File: src/rtl/udc_pkg.sv
// Shared types for the up/down counter.
// Assumes: nothing beyond IEEE 1800-2017.
package udc_pkg;
    // Action selected for the next rising clock edge.
    typedef enum logic [1:0] {
        UDC_HOLD = 2'd0,
        UDC_LOAD = 2'd1,
        UDC_INC  = 2'd2,
        UDC_DEC  = 2'd3
    } udc_op_e;
endpackage

File: src/rtl/udc_ctrl.sv
// Mode decoder: turns the active-low strobes and the direction select into
// one action. Load wins over counting, and counting needs both enables low.
// Assumes: inputs are synchronous to the counter clock.
module udc_ctrl
    import udc_pkg::*;
(
    input  logic    load_n,
    input  logic    en_par_n,
    input  logic    en_tri_n,
    input  logic    up,
    output udc_op_e op
);
    // Priority decode: load, then count, else hold.
    always_comb begin
        if (!load_n)
            op = UDC_LOAD;
        else if (!en_par_n && !en_tri_n)
            op = up ? UDC_INC : UDC_DEC;
        else
            op = UDC_HOLD;
    end
endmodule

File: src/rtl/udc_next.sv
// Next-state logic. DECADE picks a decimal sequence with recovery from the
// unused codes, or a plain modulo-2^WIDTH binary sequence.
// Assumes: WIDTH is 4 when DECADE is 1.
module udc_next
    import udc_pkg::*;
#(
    parameter int WIDTH  = 4,
    parameter bit DECADE = 1'b0
) (
    input  logic [WIDTH-1:0] cur,
    input  logic [WIDTH-1:0] din,
    input  udc_op_e          op,
    output logic [WIDTH-1:0] nxt
);
    localparam logic [WIDTH-1:0] TOP_DEC = WIDTH'(9);
    localparam logic [WIDTH-1:0] ONE     = WIDTH'(1);

    logic [WIDTH-1:0] inc_v;
    logic [WIDTH-1:0] dec_v;

    generate
        if (DECADE) begin : g_dec
            // Decimal increment: 9 and odd unused codes go to 0, even unused codes step.
            always_comb begin
                if (cur == TOP_DEC)
                    inc_v = '0;
                else if (cur > TOP_DEC && cur[0])
                    inc_v = '0;
                else
                    inc_v = cur + ONE;
            end
            // Decimal decrement: 0 and every unused code go to 9.
            always_comb begin
                if (cur == '0 || cur > TOP_DEC)
                    dec_v = TOP_DEC;
                else
                    dec_v = cur - ONE;
            end
        end else begin : g_bin
            // Binary step: natural wrap in both directions.
            always_comb begin
                inc_v = cur + ONE;
                dec_v = cur - ONE;
            end
        end
    endgenerate

    // Select the action result.
    always_comb begin
        unique case (op)
            UDC_LOAD: nxt = din;
            UDC_INC:  nxt = inc_v;
            UDC_DEC:  nxt = dec_v;
            default:  nxt = cur;
        endcase
    end
endmodule

File: src/rtl/udc_tc.sv
// Terminal-count decode, combinational so that chained stages see the
// carry within the same cycle. The parallel enable has no effect on it.
// Assumes: WIDTH is 4 when DECADE is 1 (up decode uses the top and bottom bits).
module udc_tc #(
    parameter int WIDTH  = 4,
    parameter bit DECADE = 1'b0
) (
    input  logic [WIDTH-1:0] cur,
    input  logic             en_tri_n,
    input  logic             up,
    output logic             tc_n
);
    logic at_top;

    generate
        if (DECADE) begin : g_dec
            // Sparse decode of 9: also true at 11, 13 and 15.
            always_comb at_top = cur[0] & cur[WIDTH-1];
        end else begin : g_bin
            // All ones.
            always_comb at_top = &cur;
        end
    endgenerate

    // Gate the end-state hit with the trickle enable and invert.
    always_comb begin
        if (up)
            tc_n = ~(~en_tri_n & at_top);
        else
            tc_n = ~(~en_tri_n & ~|cur);
    end
endmodule

File: src/rtl/udc_counter.sv
// Presettable synchronous up/down counter. The state register changes only
// on the rising clock edge, with a synchronous active-low reset to 0. The
// terminal count is combinational, for look-ahead chaining.
// Assumes: WIDTH is 4 when DECADE is 1.
module udc_counter
    import udc_pkg::*;
#(
    parameter int WIDTH  = 4,
    parameter bit DECADE = 1'b1
) (
    input  logic             clk,
    input  logic             rst_n,
    input  logic             load_n,
    input  logic [WIDTH-1:0] din,
    input  logic             en_par_n,
    input  logic             en_tri_n,
    input  logic             up,
    output logic [WIDTH-1:0] q,
    output logic             tc_n
);
    localparam logic [WIDTH-1:0] TOP_CODE = DECADE ? WIDTH'(9) : {WIDTH{1'b1}};

    udc_op_e          op;
    logic [WIDTH-1:0] state_q;
    logic [WIDTH-1:0] state_d;

    udc_ctrl u_ctrl (
        .load_n   (load_n),
        .en_par_n (en_par_n),
        .en_tri_n (en_tri_n),
        .up       (up),
        .op       (op)
    );

    udc_next #(.WIDTH(WIDTH), .DECADE(DECADE)) u_next (
        .cur (state_q),
        .din (din),
        .op  (op),
        .nxt (state_d)
    );

    udc_tc #(.WIDTH(WIDTH), .DECADE(DECADE)) u_tc (
        .cur      (state_q),
        .en_tri_n (en_tri_n),
        .up       (up),
        .tc_n     (tc_n)
    );

    // State register with synchronous reset.
    always_ff @(posedge clk) begin
        if (!rst_n)
            state_q <= '0;
        else
            state_q <= state_d;
    end

    assign q = state_q;

    // Load copies the data word on the next edge.
    assert_load_R1: assert property (@(posedge clk) disable iff (!rst_n)
        !load_n |=> q == $past(din));

    // Any enable high with no load leaves the state unchanged.
    assert_hold_R4: assert property (@(posedge clk) disable iff (!rst_n)
        (load_n && (en_par_n || en_tri_n)) |=> $stable(q));

    // Trickle enable high forces terminal count inactive.
    assert_tc_gate_R5: assert property (@(posedge clk) disable iff (!rst_n)
        en_tri_n |-> tc_n);

    // Top code reached while counting up asserts terminal count.
    assert_tc_up_R7: assert property (@(posedge clk) disable iff (!rst_n)
        (!en_tri_n && up && q == TOP_CODE) |-> !tc_n);

    // Zero reached while counting down asserts terminal count.
    assert_tc_down_R8: assert property (@(posedge clk) disable iff (!rst_n)
        (!en_tri_n && !up) |-> (tc_n == (q != '0)));

    // Reset clears the state.
    assert_reset_R14: assert property (@(posedge clk)
        !rst_n |=> q == '0);

    generate
        if (DECADE) begin : g_chk_dec
            // Counting up from a legal digit stays legal.
            assert_dec_legal_R10: assert property (@(posedge clk) disable iff (!rst_n)
                (op == UDC_INC && q <= WIDTH'(9)) |=> q <= WIDTH'(9));
            // Counting down from an unused code lands on 9.
            assert_dec_down_R13: assert property (@(posedge clk) disable iff (!rst_n)
                (op == UDC_DEC && q > WIDTH'(9)) |=> q == WIDTH'(9));
            // Counting up from an odd unused code lands on 0.
            assert_dec_up_R13: assert property (@(posedge clk) disable iff (!rst_n)
                (op == UDC_INC && q > WIDTH'(9) && q[0]) |=> q == '0);
        end else begin : g_chk_bin
            // Binary increment with wrap.
            assert_bin_inc_R2: assert property (@(posedge clk) disable iff (!rst_n)
                (op == UDC_INC) |=> q == WIDTH'($past(q) + 1'b1));
            // Binary decrement with wrap.
            assert_bin_dec_R3: assert property (@(posedge clk) disable iff (!rst_n)
                (op == UDC_DEC) |=> q == WIDTH'($past(q) - 1'b1));
        end
    endgenerate
endmodule

File: config.mk
export PLATFORM = sky130hd
export DESIGN_NAME = udc_counter
export DESIGN_NICKNAME = d
export VERILOG_FILES = /design/src/rtl/udc_pkg.sv /design/src/rtl/udc_ctrl.sv /design/src/rtl/udc_next.sv /design/src/rtl/udc_tc.sv /design/src/rtl/udc_counter.sv
export SDC_FILE = /design/constraint.sdc
export NUM_CORES = 1
export LEC_CHECK = 0
export BUFFER_PORTS_ARGS = -buffer_cell sky130_fd_sc_hd__clkbuf_2
export CORE_AREA = 2 2 39 41
export DETAILED_ROUTE_END_ITERATION = 10
export DIE_AREA = 0 0 41 43
export HOLD_SLACK_MARGIN = 0.1
export PLACE_DENSITY_LB_ADDON = 0.25
export SLEW_MARGIN = 30
export SYNTH_ARGS = -nofsm -noshare
export SYNTH_HDL_FRONTEND = slang
export SYNTH_SLANG_ARGS = --single-unit
File: constraint.sdc
create_clock -name clk -period 2.5 [get_ports clk]
set_clock_uncertainty 0.1 [all_clocks]
set_input_delay 0.375 -clock clk [delete_from_list [all_inputs] [get_ports clk]]
set_output_delay 0.375 -clock clk [all_outputs]
set_load 0.02 [all_outputs]
==> reports/summary.md, run 1 <==
The flow ran to the end, and the final reports show no timing, DRC or antenna violations. The synthesized design contains 4 register bits. The region available for standard cell placement spans 1380 um2. The tools report the total number of vias as 532. Along the worst path, the maximum fanout reaches 10. Final-report hold violation count: 0.

The number of cells traversed by the worst hold path was 3; the static leakage power was 0.249 nW. From left edge to right edge, the die measures 41 um. After clock tree synthesis, the clock-pin slew on the worst setup and hold paths is 30 ps. The tools report the total routing resource utilization after global routing as 17.2%. The initial antenna violation count is 0, and the fraction of power spent switching nets is 36.0%. The number of hold buffers added after CTS is 0. The total CTS buffers was 3.

The proportion of synthesized chip area in sequential cells came out at 15.3%. The HPWL after detailed placement is 945 um. The tools report the number of H-tree levels as 1.

The worst endpoint required time is 2030 ps. The worst hold path terminates at q[0]$_SDFFE_PN0P_. The first global-routing pass estimated 2.10 mm of wire. The initial core utilization is 37.7%. The startpoint identified for the worst hold timing path is din[0].

The logs give 14 for the number of core rows and 29.4% for the fraction of power consumed by the clock network. CTS saw 4 sinks. The largest single stage delay on the critical path is 540 ps. Timing-limited maximum frequency: 0.448 GHz.

The largest individual stage delay along the critical path comes from the cell dfxtp_1. TritonCTS built the clock tree. The portion of synthesized cell area occupied by the leading cell type is 15.3%, and the routed length per instance is 13.3 um. The count of max-cap constraint violations was 0; the cell area power density was 433 nW/um2. The worst setup path is captured at an output port. The critical path goes through inv_1 > ha_1 > and2b_2 > a21oi_1 > or2_2 > clkbuf_2. The capturing point of the worst reg2reg path was q[2]$_SDFFE_PN0P_. Buffers added to address setup during post-CTS repair amount to 0.

The congestion estimate from routability-driven global placement came to 0.814. Pin placement for this block handled 15 I/O pins. Counting along the longest clock path gives a buffer depth of 2.

The tools report the cell area after synthesis as 522 um2. The largest registers in the layout are q: 4 flops. Dividing the detail-routed via count by the number of cells gives 5.78. Summed over all nets, the switching power comes to 0.0000956 W. The area added between synthesis and finish is 17.5%.

The run gives 38.6% as the share of total power in combinational logic. The commonest non-fill, non-tap cell in the layout was clkbuf_2. The power share of the sequential group came out at 32.0%. The number of endpoints failing setup at the final stage was 0; the count of mapped cells out of synthesis was 62. The count of input and output buffers is 14, and the internal power summed over all cells is 0.000170 W. The Yosys step of the flow raised 0 warnings. Dividing the final minimum period by the clock period gives 89.4%.

The final-stage net count is 92, and the number of detailed-route iterations in the first pass is 3. The average instance area after synthesis was 8.42 um2; the global route total overflow was 0. For flop-to-flop paths, the worst setup slack is 470 ps. The largest net degree at the start of global routing was 15; the arrival time at the worst endpoint was 1760 ps. The run gives 0 as the number of max-slew violations in the final report. The master cell of the clock root buffer was clkbuf_4.

Once detail routing completed, the nets flagged for antenna violations numbered 0. After detailed routing, the number of remaining DRC violations is 0. In this run the vertical extent of the chip is 43 um. The category of the critical setup timing path was flip-flop to output port.

Finished layout cell area: 613 um2. The worst min-delay path category was input port to flip-flop. The number of antenna diodes in the final layout is 0. Setup repair after global routing left no endpoint under its margin. The detailed router finished its first iteration with 14 violations. For the pin with the worst max-slew slack, the measured transition is 480 ps. The fill cell instance count of the final layout came out at 149. In the layout the commonest cells are clkbuf_2, nor2_1, inv_1, ha_1, dfxtp_1. The reg-to-reg startpoint was q[0]$_SDFFE_PN0P_. In this run the cell area measured after placement is 591 um2.

The number of different library cells used by synthesis comes to 35. Die outline area: 1760 um2. The time the worst path needs with I/O delays and setup came out at 2230 ps. The total power of the final layout is 0.000266 W.

The largest delay contributor family on the critical path was flip-flops. Counting flops per register, the top entry is q. dfxtp_1 takes more of the synthesized area than any other cell. Number of flip-flops in the largest register: 4. The sort of element at the start of the critical path was a flip-flop.

The routed design has 1.22 mm of wire. The count of cells along the worst register-to-register path is 6. The later pin in the worst-skew pair is clocked with a latency of 230 ps.

The net count after synthesis was 76. The worst pin sits at a relative slew slack of 67.9%. For the number of global-route vias before repair, the log shows 481. In this run, post-CTS repair resized a total of 0 instances. Largest vdd supply drop: 0.000239 V. Ranked by total cell area, the synthesized netlist is headed by dfxtp_1, ha_1, a311oi_4, nand4b_1, nor2_1. In the final layout, the share of cells above drive strength 1 is 34.2%. Counting both buffers and inverters, the worst setup path holds a total of 2. In the final timing run, aggregate negative setup slack is 0 ps.
metrics by stage:
stage	hold WS [ps]	instances	worst slack (ps)	util, %
final	347	92	266	44.3
after global routing	376	92	143	44.3
after CTS	347	92	264	44.3
after global placement	543	89	541	42.7
after detailed placement	551	89	473	42.7
after floorplan	413	62	497	-
kinds of logic (layout without fill, tap and decap cells):
family | count (synthesis) | count (layout) | share of synthesized area [%]
buffers and inverters | 7 | 21 | 6.95
adders and majority gates | 4 | 4 | 9.59
muxes | 1 | 1 | 2.16
AOI/OAI and AO/OA | 16 | 16 | 27.6
DFF | 4 | 4 | 15.3
and+or+nand+nor | 30 | 30 | 38.4
cells in the mapped netlist:
cell type / count
or3_1: 1
nand4bb_1: 1
nand4b_1: 3
a21oi_1: 1
or4_1: 1
a221oi_2: 1
and3_1: 1
nand2b_1: 2
and3_2: 1
a311oi_2: 1
a311oi_4: 1
or4b_1: 1
o21ai_0: 2
mux2_2: 1
a41oi_1: 1
buf_2: 2
and2b_2: 1
o221ai_1: 1
nor2_1: 6
or2b_1: 1
ha_1: 4
nor2b_1: 1
nand3_1: 2
or2_2: 2
nand2b_4: 1
and3b_1: 1
buf_6: 1
o311ai_1: 1
inv_1: 4
dfxtp_1: 4
a311oi_1: 1
nor3b_1: 2
a31oi_1: 3
nand2_1: 2
o22ai_1: 3
worst max-delay path by stage:
| stage | from | endpoint | cells after the start |
|---|---|---|---|
| finish | q[0]$_SDFFE_PN0P_ | tc_n | 6 |
| global route | q[0]$_SDFFE_PN0P_ | tc_n | 6 |
| CTS | q[0]$_SDFFE_PN0P_ | tc_n | 6 |
| detailed placement | q[0]$_SDFFE_PN0P_ | q[2]$_SDFFE_PN0P_ | 6 |
| global placement | q[0]$_SDFFE_PN0P_ | q[2]$_SDFFE_PN0P_ | 6 |
| floorplan | q[0]$_SDFFE_PN0P_ | q[2]$_SDFFE_PN0P_ | 6 |
routing by layer:
metal  GRT usage (%)  vias to the layer above  wire length, um
li1                -                      269                -
met1            22.6                      254              583
met2            24.4                        9              594
met3            7.85                        0               43
met4            5.33                        0                0
met5               0                        -                0
final cells by class:
cell class / count / area [um2] / share of cell area, %
sequential: 4 / 80.1 / 13.1
timing repair buffer: 14 / 70.1 / 11.4
clock buffer: 3 / 22.5 / 3.67
tap: 16 / 20.0 / 3.27
inverter: 4 / 15.0 / 2.45
multi-input combinational: 51 / 405 / 66.1
worst register-to-register path: cells and delay by family, from the launching register on:
kind                     cells  cell delay [ps]
AND/OR/NAND/NOR              1              510
buffers and inverters        1              150
AO/OA/AOI/OAI                3              380
flip-flops                   1              540
adder cells (fa/ha/maj)      1              290
power by group through the flow:
stage / clock, W / sequential (W) / combinational (W)
after detailed placement: 0 / 0.0000858 / 0.000103
after CTS: 0.0000818 / 0.0000849 / 0.000103
after global placement: 0 / 0.0000855 / 0.000103
after floorplan: 0 / 0.0000858 / 0.0000750
after global routing: 0.0000850 / 0.0000874 / 0.000114
final: 0.0000782 / 0.0000849 / 0.000102
Power figures use the tool's default switching activity.
==> run 2, diff against run 1 <==
--- a/config.mk
+++ b/config.mk
@@ -6,9 +6,9 @@
 export NUM_CORES = 1
 export LEC_CHECK = 0
 export BUFFER_PORTS_ARGS = -buffer_cell sky130_fd_sc_hd__clkbuf_2
-export CORE_AREA = 2 2 39 41
+export CORE_MARGIN = 2
+export CORE_UTILIZATION = 39
 export DETAILED_ROUTE_END_ITERATION = 10
-export DIE_AREA = 0 0 41 43
 export HOLD_SLACK_MARGIN = 0.1
 export PLACE_DENSITY_LB_ADDON = 0.25
 export SLEW_MARGIN = 30
==> reports/summary.md, run 2 (synthesized netlist as in run 1, its figures left out) <==
Routed length per instance: 13.8 um (was 13.3 um). The weighted congestion at the end of routability-driven global placement was 0.856 (was 0.814); the post-detailed-route via-to-cell ratio was 5.62 (was 5.78). The die span in x is 40.6 um (was 41 um).

The area added between synthesis and finish works out to 17.3% (was 17.5%). The tools report the count of max-cap constraint violations as 0 (unchanged). For the power share of the sequential group, the log shows 31.2% (was 32.0%). Busiest metal layer after global routing: met2 (unchanged). Final routed wirelength across all metal layers: 1.26 mm (was 1.22 mm). The count of pins on the block boundary is 15 (unchanged). The number of standard cells in the layout, taps in and fillers out came out at 91 (was 92).

Total number of vias: 511 (was 532). The met2 usage in global routing was 32.1% (was 24.4%); the arrival time at the worst endpoint was 1720 ps (was 1760 ps). The CTS clock-pin slew for the worst setup and hold paths is 30 ps (about the same).

The maximum single-stage delay on the critical path works out to 510 ps (was 540 ps). The die outline area is 1650 um2 (was 1760 um2), and the count of input and output buffers is 14 (unchanged). The run finished with clean final reports. Setup repair after global routing left no endpoint under its margin. The total CTS buffers is 3 (unchanged).

The reg-to-reg setup timing slack was 510 ps (was 470 ps). Number of clock sinks: 4 (unchanged). The slowest cell on the critical path is dfxtp_1 (unchanged). The wire length of the first global-routing pass is 2.08 mm (was 2.10 mm). The fraction of layout instances using a drive strength above 1 is 34.2% (unchanged).

The number of endpoints failing setup at the final stage is 0 (unchanged). The initial DRC count is 7 (was 14). The commonest non-fill, non-tap cell in the layout is clkbuf_2 (unchanged). The logs give 1 (unchanged) for the number of H-tree levels and 443 (was 481) for the number of global-route vias before repair.

The maximum fanout count along the critical path was 10 (unchanged). The time the worst path needs with I/O delays and setup works out to 2200 ps (was 2230 ps). The measured slew at the worst slew-check pin was 472 ps (was 480 ps); the largest net degree at the start of global routing was 15 (unchanged). Biggest regs: q: 4 flops (unchanged). Fraction of power consumed by the clock network: 30.4% (was 29.4%).

For the detailed-route DRC error count, the log shows 0 (unchanged). The tools report the sort of element at the start of the critical path as a flip-flop (unchanged). The number of detailed-route iterations in the first pass was 4 (was 3). TritonCTS built the clock tree.

The worst endpoint required time is 2030 ps (about the same). The run gives 2 (unchanged) as the buffer depth of the longest clock path. The number of max-slew violations in the final report was 0 (unchanged); the static leakage power was 0.249 nW (unchanged). The master cell of the clock root buffer is clkbuf_4 (unchanged). Number of hold buffers added after CTS: 0 (unchanged). Element type at the critical path end: an output port (unchanged).

The tools report the number of core rows as 13 (was 14). The global routing usage on met1 is 24.5% (was 22.6%). For the count of placed standard cells including taps, the log shows 88 (was 89). The core footprint is 1270 um2 (was 1380 um2), and the final clock period utilization by the worst path is 87.9% (was 89.4%).

The number of antenna diodes is 0 (unchanged). The register containing the most flip-flops in the final layout was q (unchanged). The setup TNS after final layout came out at 0 ps (unchanged). The initial antenna violation count was 0 (unchanged).

The post-detailed-route count of antenna-violating nets was 0 (unchanged); the clock latency at the later pin of the worst-skew pair was 240 ps (was 230 ps). The logs give 92 (unchanged) for the final-stage net count and 68.5% (was 67.9%) for the worst slew slack as a fraction of its limit. The die extent in y was 40.6 um (was 43 um); the cell area power density was 439 nW/um2 (was 433 nW/um2). Critical path cell sequence: inv_1 > ha_1 > and2b_2 > a21oi_1 > or2_2 > clkbuf_2 (unchanged). The worst min-delay path category was input port to flip-flop (unchanged). The run gives 41.1% (was 37.7%) as the initial core utilization.

Category of the critical setup timing path: flip-flop to output port (unchanged). The total routing resource utilization after global routing came out at 19.4% (was 17.2%). The net switching component of the power is 0.0000988 W (was 0.0000956 W), and the fraction of power spent switching nets is 36.7% (was 36.0%). The timing-limited maximum frequency was 0.455 GHz (was 0.448 GHz); the number of setup buffers added after CTS was 0 (unchanged). The final-report hold violation count was 0 (unchanged); the largest vdd supply drop was 0.000328 V (was 0.000239 V). The number of flip-flops in the largest register came out at 4 (unchanged). Global-route track usage on met3: 6.67% (was 7.85%). For the post-cts repair resize count, the log shows 0 (unchanged). For the final HPWL from detailed placement, the log shows 961 um (was 945 um). Most frequent cells in the layout: clkbuf_2, nor2_1, inv_1, ha_1, dfxtp_1 (unchanged). The share of total power in combinational logic is 38.3% (was 38.6%). Internal power summed over all cells: 0.000170 W (about the same). The global route total overflow came out at 0 (unchanged).
## run 2: final cells by class
type | count | area [um2]
Fill cell | 130 | 657
Multi-Input combinational cell | 51 | 405
Sequential cell | 4 | 80.1
Timing Repair Buffer | 14 | 70.1
Clock buffer | 3 | 22.5
Tap cell | 15 | 18.8
Inverter | 4 | 15.0
## run 2: final timing paths
path                     start                 to  cells past startpoint
min reg2reg  q[1]$_SDFFE_PN0P_  q[1]$_SDFFE_PN0P_                      2
max reg2reg  q[0]$_SDFFE_PN0P_  q[2]$_SDFFE_PN0P_                      6
max          q[0]$_SDFFE_PN0P_               tc_n                      6
min                     din[0]  q[0]$_SDFFE_PN0P_                      3
## run 2: metal layers
| layer | wire length (um) | up-vias |
|---|---|---|
| li1 | - | 270 |
| met1 | 587 | 226 |
| met2 | 607 | 15 |
| met3 | 62 | 0 |
| met4 | 0 | 0 |
| met5 | 0 | - |
## run 2: stage by stage
step | instance area, um2 | utilization (%) | total power [W] | worst slack [ps] | hold slack, ps
after floorplan | 522 | - | 0.000161 | 497 | 413
final | 612 | 48.2 | 0.000269 | 304 | 339
after global routing | 612 | 48.2 | 0.000293 | 139 | 356
after detailed placement | 589 | 46.4 | 0.000188 | 507 | 536
after global placement | 589 | 46.4 | 0.000187 | 555 | 540
after CTS | 612 | 48.2 | 0.000271 | 298 | 333
## run 2: worst max-delay path: cells and delay by family, from the launching register on
kind | cells | cell delay, ps
AO/OA/AOI/OAI | 1 | 100
adder cells (fa/ha/maj) | 1 | 250
AND/OR/NAND/NOR | 2 | 320
buffers and inverters | 2 | 300
flip-flops | 1 | 510
## run 2: power groups by stage
stage | sequential, W | clock (W) | combinational [W]
floorplan | 0.0000858 | 0 | 0.0000750
global placement | 0.0000850 | 0 | 0.000102
detailed placement | 0.0000851 | 0 | 0.000103
CTS | 0.0000841 | 0.0000837 | 0.000104
global route | 0.0000863 | 0.0000936 | 0.000113
finish | 0.0000840 | 0.0000818 | 0.000103
==> run 3, diff against run 2 <==
==> constraint.sdc (replaced) <==
create_clock -name clk -period 2.35 [get_ports clk]
set_clock_uncertainty 0.1 [all_clocks]
set_input_delay 0.3525 -clock clk [delete_from_list [all_inputs] [get_ports clk]]
set_output_delay 0.3525 -clock clk [all_outputs]
set_load 0.02 [all_outputs]
==> reports/summary.md, run 3 (synthesized netlist as in run 1, its figures left out) <==
The category of the critical setup timing path is flip-flop to output port (unchanged). The tools report the number of setup buffers added after CTS as 0 (unchanged). The static leakage power came out at 0.254 nW (was 0.249 nW). The number of clock sinks is 4 (unchanged). Most frequent cells in the layout: clkbuf_2, nor2_1, inv_1, ha_1, dfxtp_1 (unchanged). The run gives 22.9% (was 24.5%) as the global routing usage on met1. The reg-to-reg startpoint is q[0]$_SDFFE_PN0P_ (unchanged). The largest net degree at the start of global routing is 15 (unchanged), and the clock latency at the later pin of the worst-skew pair is 240 ps (about the same). For the number of global-route vias before repair, the log shows 436 (was 443).

The master cell of the clock root buffer is clkbuf_4 (unchanged). Worst endpoint required time: 1900 ps (was 2030 ps). Busiest metal layer after global routing: met2 (unchanged).

The tools report the weighted congestion at the end of routability-driven global placement as 0.882 (was 0.856). The timing-limited maximum frequency was 0.456 GHz; the share of total power in combinational logic was 38.6% (was 38.3%). Number of hold buffers added after CTS: 0 (unchanged). Initial core utilization: 41.1% (unchanged). The tools report the hold path startpoint as din[0] (unchanged).

For the initial DRC count, the log shows 4 (was 7). The count of input and output buffers is 14 (unchanged). Biggest regs: q: 4 flops (unchanged). The area added between synthesis and finish came out at 18.7% (was 17.3%). Element type at the critical path end: an output port (unchanged). The internal power summed over all cells is 0.000182 W (was 0.000170 W). The tools report the total number of vias as 529 (was 511). The post-detailed-route via-to-cell ratio is 5.75 (was 5.62), and the net switching component of the power is 0.000107 W (was 0.0000988 W). For the number of max-slew violations in the final report, the log shows 0 (unchanged). The CTS clock-pin slew for the worst setup and hold paths is 30 ps (about the same), and the pre-CTS setup slack is 351 ps (was 507 ps). The tools report the first element of the critical path as q[0]$_SDFFE_PN0P_ (unchanged). For the number of detailed-route iterations in the first pass, the log shows 2 (was 4). TritonCTS built the clock tree.

The final-report hold violation count was 0 (unchanged). The cell area power density works out to 466 nW/um2 (was 439 nW/um2). The logs give 0 (unchanged) for the post-cts repair resize count and 1.25 mm (was 1.26 mm) for the final routed wirelength across all metal layers. The count of pins on the block boundary is 15 (unchanged). The maximum fanout count along the critical path came out at 10 (unchanged). The smallest clock period supported by the final layout is computed as 2190 ps. The tools report the sort of element at the start of the critical path as a flip-flop (unchanged).

The number of core rows was 13 (unchanged). The run gives 6.67% (unchanged) as the global-route track usage on met3. The die outline area is 1650 um2 (unchanged), and the worst setup margin is 159 ps (was 304 ps). The buffer depth of the longest clock path came out at 2 (unchanged).

Total CTS buffers: 3 (unchanged). The detailed-route DRC error count is 0 (unchanged), and the number of endpoints failing setup at the final stage is 0 (unchanged). Met2 usage in global routing: 28.2% (was 32.1%).

The register containing the most flip-flops in the final layout was q (unchanged). The tools report the power share of the sequential group as 31.0% (was 31.2%). The arrival time at the worst endpoint was 1740 ps (was 1720 ps); the final-stage net count was 93 (was 92).

The run gives 1 (unchanged) as the number of H-tree levels. The die span in x was 40.6 um (unchanged). Setup repair after global routing left no endpoint under its margin. The count of max-cap constraint violations was 0 (unchanged); the core footprint was 1270 um2 (unchanged).

The routed length per instance is 13.6 um (was 13.8 um), and the post-detailed-route count of antenna-violating nets is 0 (unchanged). The fraction of layout instances using a drive strength above 1 is 35.1% (was 34.2%), and the setup TNS after final layout is 0 ps (unchanged). The logs give 17.7% (was 19.4%) for the total routing resource utilization after global routing and 0.000224 V (was 0.000328 V) for the largest vdd supply drop. The final HPWL from detailed placement is 967 um (was 961 um), and the measured slew at the worst slew-check pin is 463 ps (was 472 ps).

The tools report the worst slew slack as a fraction of its limit as 69.1% (was 68.5%). The flow ran to the end, and the final reports show no timing, DRC or antenna violations. The number of flip-flops in the largest register was 4 (unchanged). Worst min-delay path category: input port to flip-flop (unchanged). The wire length of the first global-routing pass was 1.93 mm (was 2.08 mm); the die extent in y was 40.6 um (unchanged). The commonest non-fill, non-tap cell in the layout was clkbuf_2 (unchanged).

The fraction of power spent switching nets was 36.9% (was 36.7%); the fraction of power consumed by the clock network was 30.5% (was 30.4%). The final critical path takes up 93.3% of the cycle. The logs give 0 (unchanged) for the global route total overflow and 0 (unchanged) for the number of antenna diodes. The initial antenna violation count was 0 (unchanged).
==> run 3: cell count changes in the layout (fill, tap and decap cells not counted) <==
| cell | change |
|---|---|
| buf_4 | +1 |
==> run 3: through the flow <==
stage | area [um2] | hold slack [ps] | power [W] | util [%] | cells
after floorplan | 522 | 390 | 0.000171 | - | 62
after global placement | 597 | 541 | 0.000201 | 47.0 | 89
after detailed placement | 597 | 538 | 0.000201 | 47.0 | 89
after CTS | 619 | 307 | 0.000291 | 48.8 | 92
after global routing | 619 | 329 | 0.000308 | 48.8 | 92
final | 619 | 315 | 0.000289 | 48.8 | 92
==> run 3: worst paths after layout <==
check        slack, ps                 to  depth (start not counted)
max                160               tc_n                          6
min                310  q[0]$_SDFFE_PN0P_                          3
max reg2reg        360  q[2]$_SDFFE_PN0P_                          6
min reg2reg        540  q[1]$_SDFFE_PN0P_                          2
==> run 3: metal layers <==
layer,vias to the layer above,share of wire [%]
met1,248,49
met3,0,3.4
met5,-,0
met4,0,0
met2,10,47
li1,271,-
==> run 3: area by class of cell <==
cell class / instances / area (um2)
sequential: 4 / 80.1
timing repair buffer: 15 / 77.6
multi-input combinational: 51 / 405
tap: 15 / 18.8
fill: 134 / 649
clock buffer: 3 / 22.5
inverter: 4 / 15.0
==> run 3: power groups by stage <==
stage	logic (W)	clock network, W	registers, W
3_3_place_gp	0.000110	0	0.0000906
6_report	0.000111	0.0000879	0.0000895
5_1_grt	0.000120	0.0000961	0.0000918
3_5_place_dp	0.000111	0	0.0000907
2_1_floorplan	0.0000798	0	0.0000912
4_1_cts	0.000111	0.0000908	0.0000895
==> run 3: worst max-delay path: stages, from the launching register on <==
cell	delay, ps
dfxtp_1	510
inv_1	150
ha_1	260
and2b_2	210
a21oi_1	110
or2_2	110
clkbuf_2	150
